### config.mk
export PLATFORM = sky130hd
export DESIGN_NAME = miller_tx_framer
export DESIGN_NICKNAME = d
export VERILOG_FILES = /design/src/rtl/miller_tx_pkg.sv /design/src/rtl/miller_tx_seq.sv /design/src/rtl/miller_tx_line.sv /design/src/rtl/miller_tx_framer.sv
export SDC_FILE = /design/constraint.sdc
export NUM_CORES = 1
export LEC_CHECK = 0
export CORE_MARGIN = 10
export CORE_UTILIZATION = 38
export DETAILED_ROUTE_END_ITERATION = 8
export GPL_ROUTABILITY_DRIVEN = 1
export SYNTH_ARGS = -nofsm -noshare
export SYNTH_HDL_FRONTEND = slang
export SYNTH_HIERARCHICAL = 1
export SYNTH_SLANG_ARGS = --single-unit
### constraint.sdc
create_clock -name clk -period 6.2 [get_ports clk]
set_clock_uncertainty 0.1 [all_clocks]
set_input_delay 0.93 -clock clk [delete_from_list [all_inputs] [get_ports clk]]
set_output_delay 0.93 -clock clk [all_outputs]
set_load 0.05 [all_outputs]
### src/rtl/miller_tx_pkg.sv
package miller_tx_pkg;

  typedef enum logic [1:0] {
    FK_HDR  = 2'd0,
    FK_WORD = 2'd1,
    FK_ID   = 2'd2,
    FK_PAGE = 2'd3
  } frame_kind_e;

  typedef enum logic [2:0] {
    SY_IDLE,
    SY_HDR,
    SY_START,
    SY_DATA,
    SY_PAR,
    SY_STOP,
    SY_DONE
  } sym_e;

  // Level carried into the following symbol.
  function automatic logic miller_carry(input logic lvl, input logic cur, input logic nxt);
    if (cur) return ~lvl;
    return nxt ? lvl : ~lvl;
  endfunction

  // Level shown inside a symbol, first or second half.
  function automatic logic miller_half(input logic lvl, input logic cur, input logic second);
    return (cur && second) ? ~lvl : lvl;
  endfunction

endpackage

### src/rtl/miller_tx_seq.sv
module miller_tx_seq
  import miller_tx_pkg::*;
#(
  parameter int DATA_W  = 128,
  parameter int WORD_W  = 32,
  parameter int ID_W    = 96,
  parameter int BIT_CYC = 16,
  parameter int HDR_CYC = 64
) (
  input  logic              clk,
  input  logic              rst_n,
  input  logic              load_i,
  input  frame_kind_e       kind_i,
  input  logic [DATA_W-1:0] data_i,
  output sym_e              sym_o,
  output logic              cur_o,
  output logic              nxt_o,
  output logic [$clog2(HDR_CYC)-1:0] cnt_o,
  output logic              end_o,
  output logic              accept_o
);
  localparam int CNT_W = $clog2(HDR_CYC);
  localparam int LW    = $clog2(DATA_W + 1);

  function automatic logic [LW-1:0] frame_bits(input frame_kind_e k);
    case (k)
      FK_WORD: return LW'(WORD_W);
      FK_ID:   return LW'(ID_W);
      default: return LW'(DATA_W);
    endcase
  endfunction

  sym_e              sym_q, nsym;
  logic              cur_q, nval;
  logic [DATA_W-1:0] sh_q;
  logic [LW-1:0]     left_q, n_load;
  logic [2:0]        pos_q;
  logic              acc_q;
  logic [CNT_W-1:0]  cnt_q;
  logic              sym_end, accept;

  assign accept = load_i && (sym_q == SY_IDLE);
  assign n_load = frame_bits(kind_i);

  // Next symbol and its value: the one-symbol look-ahead.
  always_comb begin
    nsym = SY_IDLE;
    nval = 1'b0;
    case (sym_q)
      SY_START: begin nsym = SY_DATA; nval = sh_q[DATA_W-1]; end
      SY_DATA:
        if (pos_q == 3'd7) begin nsym = SY_PAR; nval = acc_q ^ cur_q; end
        else begin nsym = SY_DATA; nval = sh_q[DATA_W-1]; end
      SY_PAR:
        if (left_q == '0) nsym = SY_STOP;
        else begin nsym = SY_DATA; nval = sh_q[DATA_W-1]; end
      SY_HDR, SY_STOP: nsym = SY_DONE;
      default: nsym = SY_IDLE;
    endcase
  end

  always_comb begin
    case (sym_q)
      SY_HDR:                    sym_end = (cnt_q == CNT_W'(HDR_CYC - 1));
      SY_START, SY_DATA, SY_PAR: sym_end = (cnt_q == CNT_W'(BIT_CYC - 1));
      SY_STOP, SY_DONE:          sym_end = 1'b1;
      default:                   sym_end = 1'b0;
    endcase
  end

  always_ff @(posedge clk or negedge rst_n) begin
    if (!rst_n) begin
      sym_q  <= SY_IDLE;
      cur_q  <= 1'b0;
      sh_q   <= '0;
      left_q <= '0;
      pos_q  <= '0;
      acc_q  <= 1'b0;
      cnt_q  <= '0;
    end else if (accept) begin
      cnt_q  <= '0;
      pos_q  <= '0;
      acc_q  <= 1'b0;
      if (kind_i == FK_HDR) begin
        sym_q  <= SY_HDR;
        cur_q  <= 1'b0;
        left_q <= '0;
      end else begin
        sym_q  <= SY_START;
        cur_q  <= 1'b1;
        sh_q   <= data_i << (LW'(DATA_W) - n_load);
        left_q <= n_load;
      end
    end else if (sym_end) begin
      sym_q <= nsym;
      cnt_q <= '0;
      cur_q <= nval;
      if (nsym == SY_DATA) begin
        sh_q   <= sh_q << 1;
        left_q <= left_q - 1'b1;
      end
      if (sym_q == SY_DATA) begin
        pos_q <= pos_q + 3'd1;
        acc_q <= acc_q ^ cur_q;
      end else if (sym_q == SY_PAR) begin
        pos_q <= '0;
        acc_q <= 1'b0;
      end
    end else if (sym_q != SY_IDLE) begin
      cnt_q <= cnt_q + 1'b1;
    end
  end

  assign sym_o    = sym_q;
  assign cur_o    = cur_q;
  assign nxt_o    = nval;
  assign cnt_o    = cnt_q;
  assign end_o    = sym_end;
  assign accept_o = accept;

endmodule

### src/rtl/miller_tx_line.sv
module miller_tx_line
  import miller_tx_pkg::*;
#(
  parameter int BIT_CYC    = 16,
  parameter int HDR_CYC    = 64,
  parameter int HDR_HALVES = 8,
  parameter logic [HDR_HALVES-1:0] HDR_PAT = 8'b0111_1110
) (
  input  logic                       clk,
  input  logic                       rst_n,
  input  sym_e                       sym_i,
  input  logic                       cur_i,
  input  logic                       nxt_i,
  input  logic [$clog2(HDR_CYC)-1:0] cnt_i,
  input  logic                       end_i,
  output logic                       mod_o,
  output logic                       done_o
);
  localparam int CNT_W = $clog2(HDR_CYC);
  localparam int HALF  = BIT_CYC / 2;

  logic             lvl_q, mod_q, done_q, lvl_out, in_bit;
  logic [CNT_W-1:0] hdr_idx;

  assign in_bit  = (sym_i == SY_START) || (sym_i == SY_DATA) || (sym_i == SY_PAR);
  assign hdr_idx = cnt_i / CNT_W'(HALF);

  always_comb begin
    case (sym_i)
      SY_HDR:                    lvl_out = HDR_PAT[HDR_HALVES - 1 - int'(hdr_idx)];
      SY_START, SY_DATA, SY_PAR: lvl_out = miller_half(lvl_q, cur_i, cnt_i >= CNT_W'(HALF));
      SY_STOP:                   lvl_out = lvl_q;
      default:                   lvl_out = 1'b0;
    endcase
  end

  always_ff @(posedge clk or negedge rst_n) begin
    if (!rst_n) begin
      lvl_q  <= 1'b0;
      mod_q  <= 1'b0;
      done_q <= 1'b0;
    end else begin
      mod_q  <= lvl_out;
      done_q <= (sym_i == SY_DONE);
      if (in_bit && end_i) lvl_q <= miller_carry(lvl_q, cur_i, nxt_i);
      else if (!in_bit && sym_i != SY_STOP) lvl_q <= 1'b0;
    end
  end

  assign mod_o  = mod_q;
  assign done_o = done_q;

endmodule

### src/rtl/miller_tx_framer.sv
module miller_tx_framer
  import miller_tx_pkg::*;
#(
  parameter int DATA_W     = 128,
  parameter int WORD_W     = 32,
  parameter int ID_W       = 96,
  parameter int BIT_CYC    = 16,
  parameter int HDR_HALVES = 8,
  parameter logic [HDR_HALVES-1:0] HDR_PAT = 8'b0111_1110
) (
  input  logic              clk,
  input  logic              rst_n,
  input  logic              load,
  input  logic [1:0]        frame_kind,
  input  logic [DATA_W-1:0] data,
  output logic              mod_en,
  output logic              done
);
  localparam int HDR_CYC = HDR_HALVES * (BIT_CYC / 2);
  localparam int CNT_W   = $clog2(HDR_CYC);

  sym_e             sym_w;
  logic             cur_w, nxt_w, end_w, accept_w, idle_w;
  logic [CNT_W-1:0] cnt_w;

  assign idle_w = (sym_w == SY_IDLE);

  miller_tx_seq #(
    .DATA_W(DATA_W), .WORD_W(WORD_W), .ID_W(ID_W),
    .BIT_CYC(BIT_CYC), .HDR_CYC(HDR_CYC)
  ) u_seq (
    .clk(clk), .rst_n(rst_n), .load_i(load),
    .kind_i(frame_kind_e'(frame_kind)), .data_i(data),
    .sym_o(sym_w), .cur_o(cur_w), .nxt_o(nxt_w), .cnt_o(cnt_w),
    .end_o(end_w), .accept_o(accept_w)
  );

  miller_tx_line #(
    .BIT_CYC(BIT_CYC), .HDR_CYC(HDR_CYC),
    .HDR_HALVES(HDR_HALVES), .HDR_PAT(HDR_PAT)
  ) u_line (
    .clk(clk), .rst_n(rst_n), .sym_i(sym_w), .cur_i(cur_w), .nxt_i(nxt_w),
    .cnt_i(cnt_w), .end_i(end_w), .mod_o(mod_en), .done_o(done)
  );

endmodule

Yosys cells after proc, flatten, opt, wreduce, memory -nomap -nowiden --
Memories as Yosys holds them, arrays and structs flattened. Cells that the tools add are included. W data, S select, Z words.
Storage, ports and cells: bits in read-only memories 8, memories 1, register bits after elaboration 153, input bits 133
Operators by class: mux-type cells 44, equality and inequality tests 15, add/subtract/negate cells 5, shifts and indexed selects 1, bitwise logic cells 2, $lt $le $gt $ge 2, reduce and logical (&&, ||, !) cells 23
Memories:
- (name not given) | words 8, width 1, rd ports 1, clocked after memory_dff 0, wr ports 0, RTL line miller_tx_line.sv:30 | SY_HDR: lvl_out = HDR_PAT[HDR_HALVES - 1 - int'(hdr_idx)];
Operators by type and width (number):
- $mux W128 | 4
- $shl A128 B8 Y128 | 1
- $lt A32 B5 Y1 const B | 1
- $mux W8 | 4
- $mux W3 | 8
- $mux W1 | 19
- $mux W6 | 3
- $pmux W8 S2 | 1
- $eq A3 B3 Y1 const B | 4
- $pmux W3 S4 | 1
- $eq A3 B2 Y1 const B | 3
- $pmux W1 S3 | 3
- $reduce_bool A3 Y1 | 3
- $logic_not A8 Y1 | 1
- $sub A8 B1 Y8 const B | 1
- $sub A8 B8 Y8 const A | 1
- $add A6 B1 Y6 const B | 1
- $eq A6 B4 Y1 const B | 1
- $eq A6 B6 Y1 const B | 1
- $ge A6 B4 Y1 const B | 1
- $ne A3 B3 Y1 const B | 2
- $reduce_and A2 Y1 | 3
- $reduce_bool A2 Y1 | 3
- $logic_and A1 B1 Y1 | 4
- 16 further kinds | 18

Longest topological paths before layout --
Gate-level depths: netlist (run 1).
word-level depth 7, depth in mapped cells 9

By module --
The synthesis (run 1) kept the hierarchy.
Modules (own cells, without submodules):
- miller_tx_seq | sequential area each 3753.6 um^2, instances 1, cells an instance 952, area an instance 10004.6 um^2
- miller_tx_line | sequential area each 75.1 um^2, instances 1, cells an instance 25, area an instance 205.2 um^2

Worst setup path after synthesis (run 1) --
Ideal clock, no wire load.
path kind input -> register, start input port frame_kind[1], end register u_seq.sh_q[109], path buffers 3, data required time 5975 ps, arrival 2722 ps, path slack 3253 ps, cell stages on the path 9, cell sequence inv_1 -> ha_1 -> clkbuf_1 -> buf_2 -> buf_1 -> mux2_2 -> a221oi_1 -> nor2_1 -> mux2_4
On the way: cells in the longest elaborated chain, start to end 6, elaborated cells between the ends (all ways) 10
RTL lines:
- start: declaration | RTL line miller_tx_framer.sv:14 | input logic [1:0] frame_kind,
- $eq A2 B2 Y1 / $eq A2 B1 Y1 (equally long branches) | RTL line miller_tx_seq.sv:26 | case (k)
- $pmux W8 S2 | RTL line miller_tx_seq.sv:26
- $sub A8 B8 Y8 | RTL line miller_tx_seq.sv:91 | sh_q <= data_i << (LW'(DATA_W) - n_load);
- $shl A128 B8 Y128 | RTL line miller_tx_seq.sv:91
- $mux W128 | RTL line miller_tx_seq.sv:84 | if (kind_i == FK_HDR) begin
- $mux W128 | RTL line miller_tx_seq.sv:80 | end else if (accept) begin
- end signal: assignment | RTL line miller_tx_seq.sv:91
- end signal: assignment | RTL line miller_tx_seq.sv:99 | sh_q <= sh_q << 1;
- end: declaration | RTL line miller_tx_seq.sv:35 | logic [DATA_W-1:0] sh_q;
Parallel ways exist; a longest one is shown, timed or not. The select of a mux whose other input is x is not followed. A chain may end at the register's enable or synchronous reset.

Worst setup path after layout (run 1) --
start input port load, end register u_seq.sh_q[43]
On the way: cells in the longest elaborated chain, start to end 3, elaborated cells between the ends (all ways) 6
RTL lines:
- start: declaration | RTL line miller_tx_framer.sv:13 | input logic load,
- $logic_and A1 B1 Y1 * | RTL line miller_tx_seq.sv:42 | assign accept = load_i && (sym_q == SY_IDLE);
- $ne A2 B2 Y1 (no line) / $reduce_bool A2 Y1 (equally long branches)
- $reduce_and A3 Y1 (no line)
Every way passes the cells marked *; elsewhere a longest branch is shown, timed or not.

==> results.json, run 1 <==
{
  "status": "finished, final reports clean",
  "maxSlewViolCount": 0,
  "start_util_pct": 38.85,
  "swShare_pct": 35.68,
  "cts.sinks": 153,
  "fin_crit_sh_pct": 56.66,
  "grt.total_usage_pct": 15.09,
  "cts_resized": 0,
  "ir_drop_mv": 0.3024,
  "portBuffers": 134,
  "leakage_nw": 5.355,
  "wl_per_cell_um": 18.22,
  "worstPathRequired_ns": 6.41,
  "synthDistinctLibCells": 59,
  "final-hold-violation-count": 0,
  "drt-initial-drc-count": 533,
  "antenna_cells": 0,
  "cap_violations": 0,
  "grt_pass1_vias": 7917,
  "worst_path_largest_cell_delay_ns": 0.70,
  "area_growth_pct": 18.96,
  "crit_chain": "clkdlybuf4s50_1 > nor3b_1 > nand2_4 > o22ai_4 > buf_12 > mux2_2",
  "clk_latency_ns": 0.42,
  "coreArea_um2": 26280,
  "synthCells": 977,
  "fp.dieH_um": 183.9,
  "fmax_mhz": 284.6,
  "drive_gt1_share_pct": 23.18,
  "sequentialPowerShare_pct": 33.3,
  "holdBufCountCts": 0,
  "grt_max_degree": 149,
  "seqCellArea_um2": 3829,
  "worstMarginPinSlew_ns": 1.015,
  "dr.pass1.iters": 7,
  "synth-seq-cells": 153,
  "critPathKind": "in2reg",
  "worst_setup_path_start_kind": "primary input",
  "power_density_nw_per_um2": 389.0,
  "max_slew_margin_pct": 32.35,
  "nets": 1199,
  "internal_power_mw": 3.039,
  "num_vias": 7686,
  "clk_pin_slew_worst_paths_ns": 0.07,
  "cts_max_level": 4,
  "cp_max_fo": 128,
  "die-area_um2": 33820,
  "grt_pass1_wl_mm": 42.15,
  "synth_edf_count": 0,
  "root_buffer": "clkbuf_16",
  "hold_path.class": "reg2reg",
  "grt_antenna_before_repair": 0,
  "seq_area_frac_synth_pct": 37.50,
  "async_flop_share_pct": 100.0,
  "cpMaxStageDelayCell": "buf_12",
  "synth_area_um2": 10210,
  "power_mw": 4.724,
  "final_antenna_net_count": 0,
  "hold_slack_ns": 0.3942,
  "cp-end-kind": "register",
  "fill_cells": 2455,
  "rsz0062_at_grt": "false",
  "timing.final.setup_violations": 0,
  "cts_buffers": 17,
  "setup_tns_ns": 0,
  "vias_per_cell": 5.470,
  "p_sw_mw": 1.686,
  "grt.overflow.total": 0,
  "syn_area_per_cell_um2": 10.45,
  "rows": 59,
  "cts_buffer_depth": 2,
  "totalWireLength_mm": 25.59,
  "die_w_um": 183.9,
  "gp_congestion": 0.8369,
  "multi_input_area_um2": 5826,
  "post_cts_buffers": 0,
  "period_minus_slack_ns": 3.513,
  "cts_tree": "yes",
  "ios": 135,
  "arrival_ns": 3.73,
  "p_comb_share_pct": 44.3,
  "synth_ff_type": "dfrtp_1",
  "synth_nets": 1119,
  "yosysWarnings": 6,
  "drc": 0,
  "clkPwrFrac_pct": 22.4,
  "dpl.hpwl_mm": 16.52
}
-- placed cells by master (no fill, tap or decap), drive strengths merged, types with 4 or more instances in the layout --
cell           synthesis  layout
o31ai                 36      36
a31oi                  9       9
nand3                 38      38
ha                     9       9
clkinv                 0       4
dfrtp                153     153
buf                   35      10
mux2                 190     190
nand2                109     109
a221oi                64      64
or3                    6       6
xor2                   4       4
nor2b                  4       4
o21ai                 16      16
nor2                 153     153
clkdlybuf4s50          0     133
nor3                   5       5
clkbuf                47      18
mux2i                 36      36
a21oi                  8       8
inv                   12      18
-- cell type report --
class                      count  area share (%)
multi-input combinational    730           47.97
sequential                   153           31.52
timing repair buffer         143           11.82
clock buffer                  18           3.534
tap                          335           3.451
clock inverter                14           1.329
inverter                      12          0.3812
-- flip-flops by register name, summed over array words and instances (netlist names) --
signal / cells
u_line/done_o: 1
u_line/lvl_q: 1
u_line/mod_o: 1
u_seq/acc_q: 1
u_seq/cnt_o: 6
u_seq/cur_o: 1
u_seq/left_q: 8
u_seq/pos_q: 3
u_seq/sh_q: 128
u_seq/sym_o: 3
-- cell families (layout without fill, tap and decap cells) --
group           count (synthesis)  count (layout)  synth area share (%)
mux                           226             226                 28.82
simple gates                  334             334                 13.82
xor+xnor                        6               6                0.5147
buf+inv                        94             187                 5.956
compound gates                155             155                 12.28
fa+ha+maj                       9               9                 1.103
flops                         153             153                 37.50
-- cell usage after synthesis (2+ instances only) --
| cell | instances | area (um^2) |
|---|---|---|
| dfrtp_1 | 153 | 3829 |
| nor2_1 | 152 | 570.6 |
| mux2_4 | 118 | 1772 |
| nand2_1 | 109 | 409.1 |
| mux2_2 | 72 | 810.8 |
| a221oi_1 | 64 | 560.5 |
| clkbuf_1 | 47 | 176.4 |
| nand3_1 | 38 | 190.2 |
| mux2i_1 | 36 | 360.4 |
| o31ai_1 | 35 | 262.8 |
| buf_2 | 13 | 65.06 |
| o21ai_0 | 13 | 65.06 |
| buf_12 | 11 | 220.2 |
| inv_1 | 11 | 41.29 |
| a31oi_1 | 9 | 56.30 |
| ha_1 | 9 | 112.6 |
| a21oi_1 | 8 | 40.04 |
| or3_1 | 6 | 37.54 |
| buf_6 | 5 | 56.30 |
| nor3_1 | 5 | 25.02 |
| buf_1 | 4 | 15.01 |
| nor2b_1 | 4 | 25.02 |
| xor2_1 | 4 | 35.03 |
| and3_1 | 3 | 18.77 |
| nor3b_1 | 3 | 22.52 |
| a211o_1 | 2 | 17.52 |
| a211oi_1 | 2 | 15.01 |
| a21o_1 | 2 | 15.01 |
| buf_8 | 2 | 30.03 |
| nand2b_1 | 2 | 12.51 |
| nand4_1 | 2 | 12.51 |
| nor4b_1 | 2 | 17.52 |
| o21ai_2 | 2 | 17.52 |
| o22ai_1 | 2 | 12.51 |
| o2bb2ai_1 | 2 | 17.52 |
| xnor2_1 | 2 | 17.52 |
-- per-layer routing --
metal  part of all wire (%)  vias up  GRT usage (%)
met4                   0.98        0          4.326
met2                     43      184          22.07
met3                    4.1       12          3.123
li1                       -     3701              -
met1                     52     3789          21.79
met5                      0        -              0
-- power by group through the flow --
stage | Clock [mW] | Sequential, mW | Combinational [mW]
after floorplan | 0 | 1.51 | 1.88
after global placement | 0 | 1.57 | 2.06
after detailed placement | 0 | 1.58 | 2.10
after CTS | 1.09 | 1.57 | 2.10
after global routing | 1.13 | 1.62 | 2.30
final | 1.06 | 1.57 | 2.09
-- through the flow --
step | instances | area, um^2 | setup WS [ns] | utilization [%]
floorplan | 977 | 10210 | 3.253 | -
global placement | 1373 | 11550 | 2.351 | 43.97
detailed placement | 1373 | 11550 | 2.289 | 43.97
CTS | 1405 | 12150 | 2.750 | 46.22
global route | 1405 | 12150 | 2.559 | 46.22
finish | 1405 | 12150 | 2.687 | 46.22
-- path summary, 6_finish.rpt --
kind | depth (start not counted) | startpoint | endpoint | slack, ns
setup / recovery | 6 | load | u_seq/sh_q[43] | 2.69
hold / removal | 2 | u_seq/pos_q[2] | u_seq/pos_q[2] | 0.39
setup reg to reg | 6 | u_seq/sym_o[2] | u_seq/sh_q[43] | 2.71
hold reg to reg | 2 | u_seq/pos_q[2] | u_seq/pos_q[2] | 0.39
max in group asynchronous | 2 | rst_n | u_seq/sh_q[125] | 4.17
min in group asynchronous | 1 | rst_n | u_seq/left_q[2] | 0.54
-- worst max-delay path: cells and delay by family --
kind	cells	cell delay [ns]
buffers and inverters	2	1.17
AND/OR/NAND/NOR	2	0.84
multiplexers	1	0.41
AO/OA/AOI/OAI	1	0.22
(Power assumes the default switching activity.)
==> run 2: changes to the inputs <==
==> constraint.sdc (replaced) <==
create_clock -name clk -period 2.87 [get_ports clk]
set_clock_uncertainty 0.1 [all_clocks]
set_input_delay 0.4305 -clock clk [delete_from_list [all_inputs] [get_ports clk]]
set_output_delay 0.4305 -clock clk [all_outputs]
set_load 0.05 [all_outputs]
==> run 2 against run 1 <==
Effect of this change: register-to-register slack lost 2.5 ns; critical endpoint is now u_seq/sh_q[120]; combinational power grew 130%; non-clock buffer count grew 38; final area grew 4.0%; via count grew 2.3%; global-route usage grew 0.98 points; die area is the same; first-iteration DRC count shrank 6.8%; sequential share of layout area shrank 1.2 points; hold slack lost 0.0033 ns; largest cell class unchanged; setup slack lost 2.5 ns.
==> results.json, run 2 (synthesis results as in run 1) <==
{
  "ir_drop_mv": 0.3950,
  "cp_max_fo": 16,
  "setup_tns_ns": 0,
  "cts_tree": "yes",
  "max_slew_margin_pct": 38.49,
  "cts_max_level": 4,
  "cts.sinks": 153,
  "totalWireLength_mm": 26.82,
  "grt_pass1_wl_mm": 44.47,
  "area_growth_pct": 23.73,
  "drive_gt1_share_pct": 25.81,
  "cpMostUsedCell": "ha_1",
  "nets": 1237,
  "timing.final.setup_violations": 0,
  "cts_buffer_depth": 2,
  "maxSlewViolCount": 0,
  "worstMarginPinSlew_ns": 0.9204,
  "fill_cells": 2396,
  "post_cts_buffers": 0,
  "vias_per_cell": 5.446,
  "wl_per_cell_um": 18.58,
  "arrival_ns": 2.84,
  "largest_register_ffs": 128,
  "die-area_um2": 33820,
  "final_antenna_net_count": 0,
  "worst_setup_path_start_kind": "register",
  "portBuffers": 134,
  "drc": 0,
  "die_w_um": 183.9,
  "antenna_cells": 0,
  "grt.overflow.total": 0,
  "root_buffer": "clkbuf_16",
  "cap_violations": 0,
  "clk_pin_slew_worst_paths_ns": 0.07,
  "cpMaxStageDelayCell": "dfrtp_1",
  "grt_pass1_vias": 8332,
  "fp.dieH_um": 183.9,
  "cp-end-kind": "register",
  "clk_latency_ns": 0.43,
  "critPathKind": "reg2reg",
  "dr.pass1.iters": 7,
  "drt-initial-drc-count": 497,
  "layout_commonest_cell": "dfrtp_1",
  "period_minus_slack_ns": 2.634,
  "worst_path_largest_cell_delay_ns": 0.41,
  "final-hold-violation-count": 0,
  "fin_crit_sh_pct": 91.78,
  "crit_chain": "ha_1 > ha_1 > a21boi_2 > nor2_4 > o22ai_4 > buf_12 > buf_4 > mux2_4",
  "worstPathRequired_ns": 3.08,
  "grt_antenna_before_repair": 0,
  "power_density_nw_per_um2": 844.6,
  "ios": 135,
  "final_cell_mix": "dfrtp_1, nor2_1, clkdlybuf4s50_1",
  "fmax_mhz": 379.7,
  "num_vias": 7859,
  "start_util_pct": 38.85,
  "rsz0062_at_grt": "false",
  "status": "finished, final reports clean",
  "coreArea_um2": 26280,
  "crit_family": "compound AO/OA/AOI/OAI gates",
  "hold_path.class": "reg2reg",
  "grt_max_degree": 71,
  "top_register": "u_seq/sh_q",
  "cts_buffers": 17,
  "cp_num_buf_inv": 2,
  "power_mw": 10.67,
  "dpl.hpwl_mm": 18.50,
  "leakage_nw": 5.619,
  "grt.total_usage_pct": 16.07,
  "rows": 59,
  "gp_congestion": 0.8672
}
run 2: worst paths after layout:
path	slack, ns	cells after the start	start	end
worst max-delay path	0.24	8	u_seq/pos_q[0]	u_seq/sh_q[120]
worst min-delay path	0.39	2	u_seq/pos_q[2]	u_seq/pos_q[2]
worst max register to register	0.24	8	u_seq/pos_q[0]	u_seq/sh_q[120]
worst min register to register	0.39	2	u_seq/pos_q[2]	u_seq/pos_q[2]
max in group asynchronous	1.36	3	rst_n	u_seq/sh_q[15]
min in group asynchronous	0.48	2	rst_n	u_seq/sh_q[97]
run 2: timing repair:
item | CTS | global route
resized for setup | 0 | 0
endpoints found under the hold margin | 67 | 0
hold buffers | 1 | 0
run 2: metrics by stage:
stage | hold WS (ns) | util [%] | instances | area, um^2 | worst slack [ns]
after CTS | 0.3969 | 48.07 | 1443 | 12630 | 0.2375
after floorplan | 0.03491 | - | 977 | 10210 | 0.4221
after global placement | 0.3691 | 45.64 | 1410 | 12000 | 0.01164
after detailed placement | 0.3815 | 45.64 | 1410 | 12000 | -0.06343
final | 0.3909 | 48.07 | 1443 | 12630 | 0.2360
after global routing | 0.4205 | 48.07 | 1443 | 12630 | 0.1039
run 2: cell type report:
class / count / area, um^2 / share of cell area [%]
clock buffers: 17 / 425.4 / 3.368
clock inverters: 15 / 201.4 / 1.595
inverters: 12 / 46.29 / 0.3665
multi-input cells: 730 / 5826 / 46.12
flip-flops and latches: 153 / 3829 / 30.31
well taps: 335 / 419.2 / 3.318
repair buffers: 181 / 1886 / 14.93
run 2: routing by layer:
metal	part of all wire (%)	global-route usage (%)	vias up
li1	-	-	3774
met5	0	0	-
met1	49	22.45	3859
met2	45	24.59	201
met3	4.8	3.202	25
met4	1.2	4.458	0
run 2: tightest hold or removal path, cell delays in order (launching register included):
cell and delay, ns:
dfrtp_1 0.35, nand2_1 0.05, o21ai_0 0.06
run 2: power by group:
part	total [mW]	leakage [nW]	internal [mW]	switching [mW]
combinational	4.91	3.25	2.60	2.31
sequential	3.33	2.06	2.88	0.450
clock	2.43	0.311	1.41	1.02
==> run 3: changes to the inputs <==
--- a/config.mk
+++ b/config.mk
@@ -5,10 +5,13 @@
 export SDC_FILE = /design/constraint.sdc
 export NUM_CORES = 1
 export LEC_CHECK = 0
+export CORE_ASPECT_RATIO = 1.25
 export CORE_MARGIN = 10
-export CORE_UTILIZATION = 38
+export CORE_UTILIZATION = 51
 export DETAILED_ROUTE_END_ITERATION = 8
 export GPL_ROUTABILITY_DRIVEN = 1
+export GPL_TIMING_DRIVEN = 0
+export PLACE_DENSITY = 0.78
 export SYNTH_ARGS = -nofsm -noshare
 export SYNTH_HDL_FRONTEND = slang
 export SYNTH_HIERARCHICAL = 1
==> run 3 against run 2 <==
Effect of this change: clock power decreased by 8%; count of clock-buffer cells in the layout increased by 1; hold slack improved by 0.0074 ns; die area decreased by 23%; first-iteration DRC count increased by 21%; power increased by 1.8%; cell count decreased by 2.4%; register-to-register slack got worse by 0.14 ns; setup slack got worse by 0.14 ns; global-route usage increased by 6.4 points; core utilization increased by 16 points; largest cell class unchanged.
==> results.json, run 3 (synthesis results as in run 1) <==
{
  "dpl.hpwl_mm": 21.18,
  "power_density_nw_per_um2": 865.4,
  "post_cts_buffers": 0,
  "grt_antenna_before_repair": 0,
  "coreArea_um2": 19540,
  "final_antenna_net_count": 0,
  "seqCellArea_um2": 3829,
  "layout_setup_ws_ns": 0.09971,
  "cts.sinks": 153,
  "area_growth_pct": 22.90,
  "drt-initial-drc-count": 600,
  "worstMarginPinSlew_ns": 0.7783,
  "cpMostUsedCell": "buf_4",
  "start_util_pct": 52.25,
  "cp_max_fo": 10,
  "gp_congestion": 0.8533,
  "cp_num_buf_inv": 4,
  "drc": 0,
  "hold_path.class": "reg2reg",
  "top_register": "u_seq/sh_q",
  "fp.dieH_um": 178.2,
  "status": "finished, final reports clean",
  "fin_util_pct": 64.21,
  "worst_setup_path_start_kind": "primary input",
  "ios": 135,
  "grt_pass1_vias": 8923,
  "antenna_cells": 0,
  "timing.final.setup_violations": 0,
  "fin_crit_sh_pct": 96.53,
  "final-hold-violation-count": 0,
  "rows": 57,
  "cts_tree": "yes",
  "grt.total_usage_pct": 22.48,
  "largest_register_ffs": 128,
  "root_buffer": "clkbuf_16",
  "worstPathRequired_ns": 3.09,
  "die-area_um2": 26110,
  "grt_max_degree": 97,
  "clk_latency_ns": 0.43,
  "wl_per_cell_um": 21.10,
  "period_minus_slack_ns": 2.770,
  "pre_cts_slack_ns": -0.8901,
  "max_slew_margin_pct": 48.11,
  "dr.pass1.iters": 7,
  "multi_input_area_um2": 5786,
  "arrival_ns": 2.99,
  "grt_pass1_wl_mm": 47.53,
  "totalWireLength_mm": 29.73,
  "cpMaxStageDelayCell": "clkdlybuf4s50_1",
  "portBuffers": 134,
  "clk_pin_slew_worst_paths_ns": 0.07,
  "final_cell_mix": "dfrtp_1, nor2_1, clkdlybuf4s50_1",
  "cts_buffers": 17,
  "layout_commonest_cell": "dfrtp_1",
  "vias_per_cell": 5.992,
  "crit_chain": "clkdlybuf4s50_1 > inv_1 > ha_1 > buf_4 > buf_4 > mux2_2 > a221oi_1 > nor2_1 > mux2_4",
  "worst_path_largest_cell_delay_ns": 0.53,
  "grt.overflow.total": 0,
  "maxSlewViolCount": 0,
  "ir_drop_mv": 0.6223,
  "fill_cells": 1593,
  "leakage_nw": 5.641,
  "nets": 1273,
  "cp-end-kind": "register",
  "cts_buffer_depth": 2,
  "critPathKind": "in2reg",
  "cap_violations": 0,
  "fmax_mhz": 361.0,
  "cts_max_level": 4,
  "drive_gt1_share_pct": 25.44,
  "num_vias": 8443,
  "die_w_um": 146.6,
  "crit_family": "buffers and inverters",
  "rsz0062_at_grt": "false"
}
run 3: cell count changes in the layout (fill, tap and decap cells not counted), moves of 4 or more:
cell and change:
buf_6 +5, buf_12 -4, buf_2 +10, clkbuf_2 +18, clkbuf_1 +28, buf_4 -28
run 3: report_power, final:
group          switching, mW  internal, mW
registers              0.473          2.88
clock network           1.00          1.24
logic                   2.53          2.73
total                   4.00          6.86
run 3: worst paths after layout:
kind	startpoint	endpoint	slack, ns	cells after the start
hold reg to reg	u_seq/pos_q[1]	u_seq/pos_q[1]	0.40	2
max in group asynchronous	rst_n	u_seq/sh_q[61]	1.34	3
setup / recovery	frame_kind[1]	u_seq/sh_q[114]	0.1	9
min in group asynchronous	rst_n	u_seq/pos_q[2]	0.44	2
setup reg to reg	u_seq/sym_o[0]	u_seq/sh_q[23]	0.1	8
hold / removal	u_seq/pos_q[1]	u_seq/pos_q[1]	0.40	2
run 3: layer usage:
metal  part of all wire, %  GRT usage [%]
met5                     0              0
met4                   2.8          8.354
met3                   5.9          5.729
met2                    50          38.67
met1                    41          26.59
run 3: tightest hold or removal path: stages (launching register included):
cell and delay [ns]:
dfrtp_1 0.35, nand2_1 0.05, o21ai_0 0.06
run 3: stage by stage:
step	hold slack, ns	area, um^2	instances	power [mW]	setup TNS (ns)
3_3_place_gp	0.3665	11880	1376	8.347	-849.64
4_1_cts	0.4018	12510	1409	10.81	0
2_1_floorplan	0.03491	10210	977	7.321	0
3_5_place_dp	0.3419	11910	1377	8.522	-79.36
6_report	0.3983	12550	1409	10.86	0
5_1_grt	0.4253	12550	1409	11.44	0
run 3: final cells by class:
class | instances | area share (%)
multi-input cells | 730 | 46.11
repair buffers | 136 | 11.00
plain buffers | 81 | 4.786
inverters | 12 | 0.3590
clock inverters | 14 | 1.097
clock buffers | 18 | 3.500
flip-flops and latches | 153 | 30.51
well taps | 265 | 2.642
run 3: timing repair:
action	4_1_cts	5_1_grt
hold buffers	1	0
endpoints found under the hold margin	57	0
endpoints found under the setup margin	107	120
resized for setup	11	35
gates cloned	0	0
